==> src/rtl/agc_pkg.sv <==
package agc_pkg;
    typedef enum logic [1:0] {
        GAIN_LO  = 2'd0,
        GAIN_MID = 2'd1,
        GAIN_HI  = 2'd2
    } gain_e;

    typedef struct packed {
        gain_e      gain;
        logic [2:0] coef;
        logic       sw;
    } ctrl_state_t;

    function automatic logic [2:0] gain_to_coef(gain_e g);
        case (g)
            GAIN_LO:  return 3'b001;
            GAIN_MID: return 3'b010;
            default:  return 3'b100;
        endcase
    endfunction
endpackage

==> src/rtl/agc_level_detect.sv <==
module agc_level_detect #(
    parameter int RAW_W = 10,
    parameter int AMP_W = 20
) (
    input  logic [RAW_W-1:0] smp_raw,
    input  logic [AMP_W-1:0] amp_filt,
    input  logic [AMP_W-1:0] thr_small,
    input  logic [RAW_W-1:0] sat_lo,
    input  logic [RAW_W-1:0] sat_hi,
    output logic             is_sat,
    output logic             is_small
);
    always_comb begin
        is_sat   = (smp_raw < sat_lo) || (smp_raw > sat_hi);
        is_small = (amp_filt < thr_small);
    end
endmodule

==> src/rtl/agc_holdoff.sv <==
module agc_holdoff #(
    parameter int HOLD_W = 8
) (
    input  logic              clk,
    input  logic              rst_n,
    input  logic              step,
    input  logic              load,
    input  logic [HOLD_W-1:0] len,
    output logic              busy
);
    logic [HOLD_W-1:0] cnt_d, cnt_q;

    always_comb begin
        cnt_d = cnt_q;
        if (load)
            cnt_d = len;
        else if (step && (cnt_q != '0))
            cnt_d = cnt_q - 1'b1;
    end

    always_ff @(posedge clk) begin
        if (!rst_n) cnt_q <= '0;
        else        cnt_q <= cnt_d;
    end

    assign busy = (cnt_q != '0);


    load_when_idle_chk: assert property (@(posedge clk) disable iff (!rst_n)
        load |-> !busy);


    idle_keeps_count_chk: assert property (@(posedge clk) disable iff (!rst_n)
        (!step && !load) |=> (cnt_q == $past(cnt_q)));
endmodule

==> src/rtl/agc_gain_ctrl.sv <==
module agc_gain_ctrl
    import agc_pkg::*;
#(
    parameter int RAW_W  = 10,
    parameter int AMP_W  = 20,
    parameter int HOLD_W = 8
) (
    input  logic              clk,
    input  logic              rst_n,
    input  logic              smp_vld,
    input  logic [RAW_W-1:0]  smp_raw,
    input  logic [AMP_W-1:0]  amp_filt,
    input  logic [AMP_W-1:0]  thr_small,
    input  logic [RAW_W-1:0]  sat_lo,
    input  logic [RAW_W-1:0]  sat_hi,
    input  logic [HOLD_W-1:0] hold_len,
    output logic [1:0]        gain_sel,
    output logic [2:0]        coef_sel,
    output logic              switched
);
    localparam ctrl_state_t RESET_ST = '{gain: GAIN_LO, coef: 3'b001, sw: 1'b0};

    ctrl_state_t st_d, st_q;
    logic        is_sat, is_small, busy, do_switch;

    agc_level_detect #(.RAW_W(RAW_W), .AMP_W(AMP_W)) u_detect (
        .smp_raw  (smp_raw),
        .amp_filt (amp_filt),
        .thr_small(thr_small),
        .sat_lo   (sat_lo),
        .sat_hi   (sat_hi),
        .is_sat   (is_sat),
        .is_small (is_small)
    );

    agc_holdoff #(.HOLD_W(HOLD_W)) u_hold (
        .clk  (clk),
        .rst_n(rst_n),
        .step (smp_vld),
        .load (do_switch),
        .len  (hold_len),
        .busy (busy)
    );

    always_comb begin
        st_d      = st_q;
        st_d.sw   = 1'b0;
        do_switch = 1'b0;
        if (smp_vld && !busy) begin
            if (is_sat) begin
                if (st_q.gain != GAIN_LO) begin
                    st_d.gain = gain_e'(st_q.gain - 2'd1);
                    do_switch = 1'b1;
                end
            end else if (is_small && (st_q.gain != GAIN_HI)) begin
                st_d.gain = gain_e'(st_q.gain + 2'd1);
                do_switch = 1'b1;
            end
        end
        st_d.sw   = do_switch;
        st_d.coef = gain_to_coef(st_d.gain);
    end

    always_ff @(posedge clk) begin
        if (!rst_n) st_q <= RESET_ST;
        else        st_q <= st_d;
    end

    assign gain_sel = st_q.gain;
    assign coef_sel = st_q.coef;
    assign switched = st_q.sw;


    gain_in_range_chk: assert property (@(posedge clk) disable iff (!rst_n)
        gain_sel != 2'd3);


    coef_onehot_chk: assert property (@(posedge clk) disable iff (!rst_n)
        $countones(coef_sel) == 1);


    single_step_chk: assert property (@(posedge clk) disable iff (!rst_n)
        switched |-> ((gain_sel == $past(gain_sel) + 2'd1) ||
                      (gain_sel == $past(gain_sel) - 2'd1)));


    no_strobe_stable_chk: assert property (@(posedge clk) disable iff (!rst_n)
        !smp_vld |=> ($stable(gain_sel) && !switched));


    holdoff_block_chk: assert property (@(posedge clk) disable iff (!rst_n)
        (smp_vld && busy) |=> !switched);


    sat_priority_chk: assert property (@(posedge clk) disable iff (!rst_n)
        (smp_vld && !busy && is_sat && is_small) |=> (gain_sel <= $past(gain_sel)));
endmodule

==> config.mk <==
export PLATFORM = sky130hd
export DESIGN_NAME = agc_gain_ctrl
export DESIGN_NICKNAME = d
export VERILOG_FILES = /design/src/rtl/agc_pkg.sv /design/src/rtl/agc_level_detect.sv /design/src/rtl/agc_holdoff.sv /design/src/rtl/agc_gain_ctrl.sv
export SDC_FILE = /design/constraint.sdc
export NUM_CORES = 1
export LEC_CHECK = 0
export ABC_AREA = 1
export BUFFER_PORTS_ARGS = -buffer_cell sky130_fd_sc_hd__buf_2
export CAP_MARGIN = 20
export CELL_PAD_IN_SITES_DETAIL_PLACEMENT = 0
export CELL_PAD_IN_SITES_GLOBAL_PLACEMENT = 1
export CORE_MARGIN = 1
export CORE_UTILIZATION = 33
export CTS_BUF_LIST = sky130_fd_sc_hd__clkbuf_4 sky130_fd_sc_hd__clkbuf_8
export DETAILED_ROUTE_END_ITERATION = 10
export PLACE_DENSITY_LB_ADDON = 0.1
export SYNTH_ARGS = -nofsm -noshare
export SYNTH_HDL_FRONTEND = slang
export SYNTH_SLANG_ARGS = --single-unit
==> constraint.sdc <==
create_clock -name clk -period 2.1 [get_ports clk]
set_input_delay 0.315 -clock clk [delete_from_list [all_inputs] [get_ports clk]]
set_output_delay 0.315 -clock clk [all_outputs]
set_load 0.02 [all_outputs]
==> metrics, run 1 <==
status=complete, no violations; placer congestion estimate=0.8148; CP cell instances=inv_1 > ha_1 > inv_1 > nor3_2 > nand2_2 > nor2_4 > inv_2 > a21oi_2 > nand2_1 > nand2_1 > inv_2 > nand2_1 > nand2_1; dpl cell area=0.002560 mm2; syn_nets=448; First-pass DRT Iterations=4; hold path cells=3; main combinational cell family by area after synthesis=simple AND/OR/NAND/NOR gates; fin area=~0.0026 mm2; Total Routing Usage GR=0.1484; fin crit period=1.850 ns; Buf/Inv on CP=4; r2r setup slk=0.25 ns; WL met3=278 um; I/O Buffers=between 80 and 90; met2 WL=2104 um; Peak VDD IR=slightly above 400 uV; Yosys reg bits=14; Final Hold Fails=0; CP arrival=between 1.5 and 2 ns; DRC viols=0; hold crit path type=input port to flop; unique cell type count in the Yosys netlist=29; fill count=680; layout cells sized above 1=0.2950; post-route ant nets=0; die area=0.006545 mm2; clk buf depth=2; crit-path max cell delay=0.31 ns; dpl hpwl=3967 um; Mapped Area=roughly 0.002 mm2; die width=about 80 um; # clock sinks=14; overall power=2103 uW; Register Area=280.3 um2; Highest Signal Layer=met4; Power Dens Cells=795.0 mW/mm2; post-synthesis compound-gate area fraction=0.07308; antenna violations before repair=0; Met1 Wirelength=a little over 2000 um; GRT Residual Overflow=0; Simple-Gate Fraction of Synth Area=0.3496; antenna fix cells=0; cells after synthesis=~320; max cap viols=0; Rows=28; Die Ht=between 80 and 90 um; CTS clk-pin slew, worst paths=around 0.060 ns; Slew Limit Fails=0; depth of the CTS H-tree=1; drt first-iter violations=38; Routed Wire Length=4486 um; via count=2124; Critical Path Sink Type=flop; first-pass GRT wire length=7755 um; syn_area_per_cell=about 6.3 um2; initial core utilization=0.3450; clock skew=about 0.0045 ns; slew margin rel.=0.7860; R2R cell count=13; footprint of the multi-input gates=0.001433 mm2; Crit path depth=13; synthesis warning total=0; CP top delay family=simple AND/OR/NAND/NOR gates; core area=0.005956 mm2; worst skew pair latency=about 0.25 ns; fraction of the mapped netlist area in adder cells=0.2619; fmax=540.6 MHz; post-synthesis sequential area ratio=0.1364; Slowest-stage cell, CP=dfxtp_1; leakage=~0.0017 uW; period utilisation layout=0.8809; Synth Area in XOR/XNOR=0.01279; Worst setup SP type=flop; hold-fix buffer count after cts=0; RSZ-0062 raised after global routing=no; Root Driver=clkbuf_8; CTS tree=yes; I/O Pins=87; mean routed wirelength per cell=between 9 and 10 um; Setup TNS=0 ns; most frequent cell on the critical path=nand2_1; Inserted Clock Buffers=3; vias per cell=4.317; area added between synthesis and finish=28.75%; CP Class=flop to flop; CP required=2.24 ns; nets=542; setup violators final=0; Worst-Margin Slew=0.3193 ns; vias in the first global route=1906; largest net degree at the start of global routing=14; Worst Path Max Fanout=7; mux contribution to synthesized area=0
-- final cells by class --
cell class | count | area share
Tap cell | 75 | 0.03548
Inverter | 84 | 0.1192
Sequential cell | 14 | 0.1060
Clock buffer | 4 | 0.02081
Multi-Input combinational cell | 224 | 0.5416
Timing Repair Buffer | 91 | 0.1769
-- sequential cells by signal (all words and copies together), names as in the netlist --
signal,count
switched,1
gain_sel,2
coef_sel,3
u_hold.cnt_q,8
-- path summary, 6_finish.rpt --
path,from,end
max reg2reg,u_hold.cnt_q[0]$_SDFFE_PN0P_,coef_sel[0]$_SDFF_PN1_
max,u_hold.cnt_q[0]$_SDFFE_PN0P_,coef_sel[0]$_SDFF_PN1_
min reg2reg,u_hold.cnt_q[1]$_SDFFE_PN0P_,u_hold.cnt_q[1]$_SDFFE_PN0P_
min,hold_len[0],u_hold.cnt_q[0]$_SDFFE_PN0P_
-- cells by family after synthesis --
| family | after synthesis |
|---|---|
| AND/OR/NAND/NOR | 153 |
| buffers and inverters | 86 |
| adder cells (fa/ha/maj) | 43 |
| AO/OA/AOI/OAI | 25 |
| flip-flops | 14 |
| XOR/XNOR | 3 |
-- routing by layer --
| metal | vias to the layer above | GRT usage |
|---|---|---|
| li1 | 1186 | - |
| met1 | 866 | 0.1749 |
| met2 | 65 | 0.2739 |
| met3 | 7 | 0.03258 |
| met4 | 0 | 0.02679 |
| met5 | - | 0 |
-- cells in the mapped netlist, drive strengths merged --
master	count	area share
nand2	90	0.18
inv	83	0.15
ha	43	0.26
nor2	30	0.066
nand3	18	0.052
a21oi	17	0.045
dfxtp	14	0.14
nand4	11	0.033
o21ai	4	0.012
xor2	3	0.013
a21o	2	0.0073
buf	2	0.013
nor3	2	0.0073
clkinv	1	0.0018
nor4	1	0.0061
o21a	1	0.0037
o21bai	1	0.0055
or2	1	0.0030
-- repair_timing --
| action | in CTS | in global routing |
|---|---|---|
| buffers inserted | 0 | 4 |
| endpoints found under the hold margin | 0 | 0 |
| gates resized for setup | 0 | 0 |
| setup endpoints to repair | 0 | 2 |
-- through the flow --
stage / util / setup WS, ns / hold slack, ns / std cells
finish: 0.4441 / 0.2501 / 0.2933 / 492
global route: 0.4441 / 0.001783 / 0.3098 / 492
CTS: 0.4391 / 0.1981 / 0.2914 / 488
detailed placement: 0.4298 / 0.1287 / 0.5085 / 484
global placement: 0.4298 / 0.1566 / 0.5050 / 484
floorplan: - / 0.2760 / 0.3837 / 324
-- tightest hold or removal path: stages --
cell and delay (ns):
buf_2 0.08, nor2_1 0.03, nor2_1 0.08
-- layout by cell type (no fill, tap or decap), types with 2 or more instances in the layout --
master / Yosys / final
nor2_4: 2 / 2
a21o_1: 2 / 2
nand4_1: 11 / 11
a21oi_2: 2 / 2
xor2_1: 3 / 3
inv_2: 4 / 4
ha_1: 43 / 43
o21ai_0: 3 / 3
nand2_4: 2 / 2
dfxtp_1: 14 / 14
inv_1: 79 / 79
nand2_1: 80 / 80
nor2_2: 3 / 3
clkbuf_8: 0 / 4
nand2_2: 8 / 8
a21oi_1: 15 / 15
buf_2: 0 / 86
buf_4: 0 / 5
nor2_1: 25 / 25
nand3_1: 16 / 16
-- report_power, final --
part	leakage (uW)	switching, uW	internal, uW
Clock	0.0000288	98.0	166
Sequential	0.000115	96.9	370
Combinational	0.00152	789	583
(Power assumes the default switching activity.)
==> inputs of run 2 (changes only) <==
--- a/config.mk
+++ b/config.mk
@@ -11,8 +11,8 @@
 export CELL_PAD_IN_SITES_DETAIL_PLACEMENT = 0
 export CELL_PAD_IN_SITES_GLOBAL_PLACEMENT = 1
 export CORE_MARGIN = 1
-export CORE_UTILIZATION = 33
-export CTS_BUF_LIST = sky130_fd_sc_hd__clkbuf_4 sky130_fd_sc_hd__clkbuf_8
+export CORE_UTILIZATION = 32
+export CTS_BUF_LIST = sky130_fd_sc_hd__clkbuf_8 sky130_fd_sc_hd__clkbuf_16
 export DETAILED_ROUTE_END_ITERATION = 10
 export PLACE_DENSITY_LB_ADDON = 0.1
 export SYNTH_ARGS = -nofsm -noshare
==> run 2 against run 1 <==
  * Routed wire length shrank 2.9%
  * Combinational power is essentially flat
  * Clock skew shrank 0.0028 ns
  * Final cell count shrank 0.41%
  * Core utilization shrank 1.0 points
  * Hold slack lost 0.0046 ns
  * Sequential power shrank 2%
  * Sequential share of layout area grew 0.061 points
  * Via count shrank 2.8%
==> metrics, run 2 (synthesized netlist as in run 1, its figures left out) <==
Worst-Margin Slew=0.3226 ns (+0.003289 ns); clock skew=0.001724 ns (-0.002788 ns); fill count=681 (+0.15%); nets=540 (-0.37%); commonest non-fill, non-tap cells in the layout=86 x buf_2, 80 x nand2_1, 79 x inv_1; I/O Pins=87 (unchanged); internal cell power=1087 uW (-2.9%); Routed Wire Length=4358 um (-2.9%); CTS clk-pin slew, worst paths=0.06 ns (about the same); Comb pwr share=0.649 (-0.003); layout cells sized above 1=0.2916 (-0.003398); CP Class=flop to flop; CTS tree=yes; hold slack=0.2888 ns (-0.004561 ns); commonest non-fill, non-tap cell in the layout=buf_2; drt first-iter violations=52 (+37%); core area=0.006061 mm2 (+1.8%); Root Driver=clkbuf_8; largest net degree at the start of global routing=14 (unchanged); placer congestion estimate=0.7479 (-8.2%); post-route ant nets=0 (unchanged); Slew Limit Fails=0 (unchanged); hold crit path type=input port to flop; Critical R2R Capture=u_hold.cnt_q[1]$_SDFFE_PN0P_; CP required=2.27 ns (+0.03 ns); clk buf depth=2 (unchanged); via count=2065 (-2.8%); vias per cell=4.214 (-2.4%); area added between synthesis and finish=28.01%; footprint of the multi-input gates=0.001433 mm2 (unchanged); Worst setup SP type=flop; RSZ-0062 raised after global routing=no; R2R cell count=11 (-2); first-pass GRT wire length=7403 um (-4.5%); number of flip-flops under the largest register name=8 (unchanged); slew margin rel.=0.7838 (-0.002205); Inserted Clock Buffers=3 (unchanged); fin crit period=1.862 ns (+0.01175 ns); Final Hold Fails=0 (unchanged); First-pass DRT Iterations=4 (unchanged); switch share=0.4747 (+0.006705); Worst Path Max Fanout=13 (+6); Seq pwr share=0.222 (about the same); Biggest register=u_hold.cnt_q; initial core utilization=0.3390 (-0.005982); depth of the CTS H-tree=1 (unchanged); Power Dens Cells=786.4 mW/mm2 (-1.1%); die width=82.13 um (+1.5%); period utilisation layout=0.8865 (+0.005595); antenna fix cells=0 (unchanged); # clock sinks=14 (unchanged); Rows=28 (unchanged); leakage=0.001656 uW (-0.61%); mean routed wirelength per cell=8.894 um (-2.5%); status=complete, no violations; Critical Path Sink Type=flop; worst skew pair latency=0.25 ns (about the same); reg-to-reg startpoint=gain_sel[0]$_SDFF_PN0_; max cap viols=0 (unchanged); Register Area=280.3 um2 (unchanged); die area=0.006745 mm2 (+3.1%); clock share of power=0.129 (+0.003); dpl hpwl=3933 um (-0.84%); Hold Startpoint=rst_n; r2r setup slk=0.24 ns (about the same); NetSw=981.7 uW (-0.24%); Hold EP=coef_sel[0]$_SDFF_PN1_; antenna violations before repair=0 (unchanged); hold path cells=2 (-1); I/O Buffers=86 (unchanged); vias in the first global route=1890 (-0.84%); fmax=537.2 MHz (-0.63%); CP arrival=2.04 ns (+0.05 ns); Post-CTS Setup Bufs=0 (unchanged); Total Routing Usage GR=0.1391 (-0.009274); hold-fix buffer count after cts=0 (unchanged); setup violators final=0 (unchanged); CTS resizes=0 (unchanged); Die Ht=82.13 um (+1.5%); Setup TNS=0 ns (unchanged); DRC viols=0 (unchanged); GRT Residual Overflow=0 (unchanged); Peak VDD IR=387.1 uV (-6.2%)
## run 2: power groups by stage
stage,registers [uW],logic (uW),clock network (uW)
6_report,459,1340,267
3_5_place_dp,467,1350,0
2_1_floorplan,490,1020,0
4_1_cts,461,1360,275
5_1_grt,475,1560,291
3_3_place_gp,465,1360,0
## run 2: per-layer routing
| metal | GRT usage | up-vias | part of all wire | wire length (um) |
|---|---|---|---|---|
| met3 | 0.02857 | 2 | 0.050 | 216 |
| met4 | 0.01053 | 0 | 0.0037 | 16 |
| met5 | 0 | - | 0 | 0 |
| met1 | 0.1641 | 835 | 0.47 | 2057 |
| li1 | - | 1181 | - | - |
| met2 | 0.2653 | 47 | 0.47 | 2068 |
## run 2: critical path: stages (launching register included)
cell,delay [ns]
dfxtp_1,0.39
inv_1,0.12
ha_1,0.22
nor2_1,0.08
nand3_1,0.09
nor2_2,0.17
nand3_2,0.13
nand2_4,0.15
nand3_4,0.17
nand2_1,0.10
nand2_1,0.05
a21oi_1,0.12
## run 2: worst max-delay path by stage
stage,from,slack (ns),endpoint,cells past startpoint
4_1_cts,gain_sel[0]$_SDFF_PN0_,0.23,u_hold.cnt_q[1]$_SDFFE_PN0P_,11
5_1_grt,gain_sel[0]$_SDFF_PN0_,0.03,u_hold.cnt_q[5]$_SDFFE_PN0P_,11
3_5_place_dp,amp_filt[7],0.11,u_hold.cnt_q[1]$_SDFFE_PN0P_,12
2_1_floorplan,gain_sel[0]$_SDFF_PN0_,0.28,u_hold.cnt_q[6]$_SDFFE_PN0P_,12
3_3_place_gp,amp_filt[7],0.15,u_hold.cnt_q[2]$_SDFFE_PN0P_,12
6_report,gain_sel[0]$_SDFF_PN0_,0.24,u_hold.cnt_q[1]$_SDFFE_PN0P_,11
## run 2: cell type report
| cell class | count | share of cell area |
|---|---|---|
| multi-input cells | 224 | 0.5447 |
| well taps | 75 | 0.03568 |
| flip-flops and latches | 14 | 0.1066 |
| clock buffers | 4 | 0.02093 |
| inverters | 84 | 0.1199 |
| repair buffers | 89 | 0.1722 |
## run 2: per-stage QoR
stage	utilization	instance area, um2	std cells	total power, uW	worst slack (ns)
3_5_place_dp	0.4249	2575	486	1820	0.1071
3_3_place_gp	0.4249	2575	486	1823	0.1505
4_1_cts	0.4339	2630	490	2097	0.2260
6_report	0.4339	2630	490	2068	0.2383
2_1_floorplan	-	2054	324	1507	0.2760
5_1_grt	0.4339	2630	490	2329	0.02864
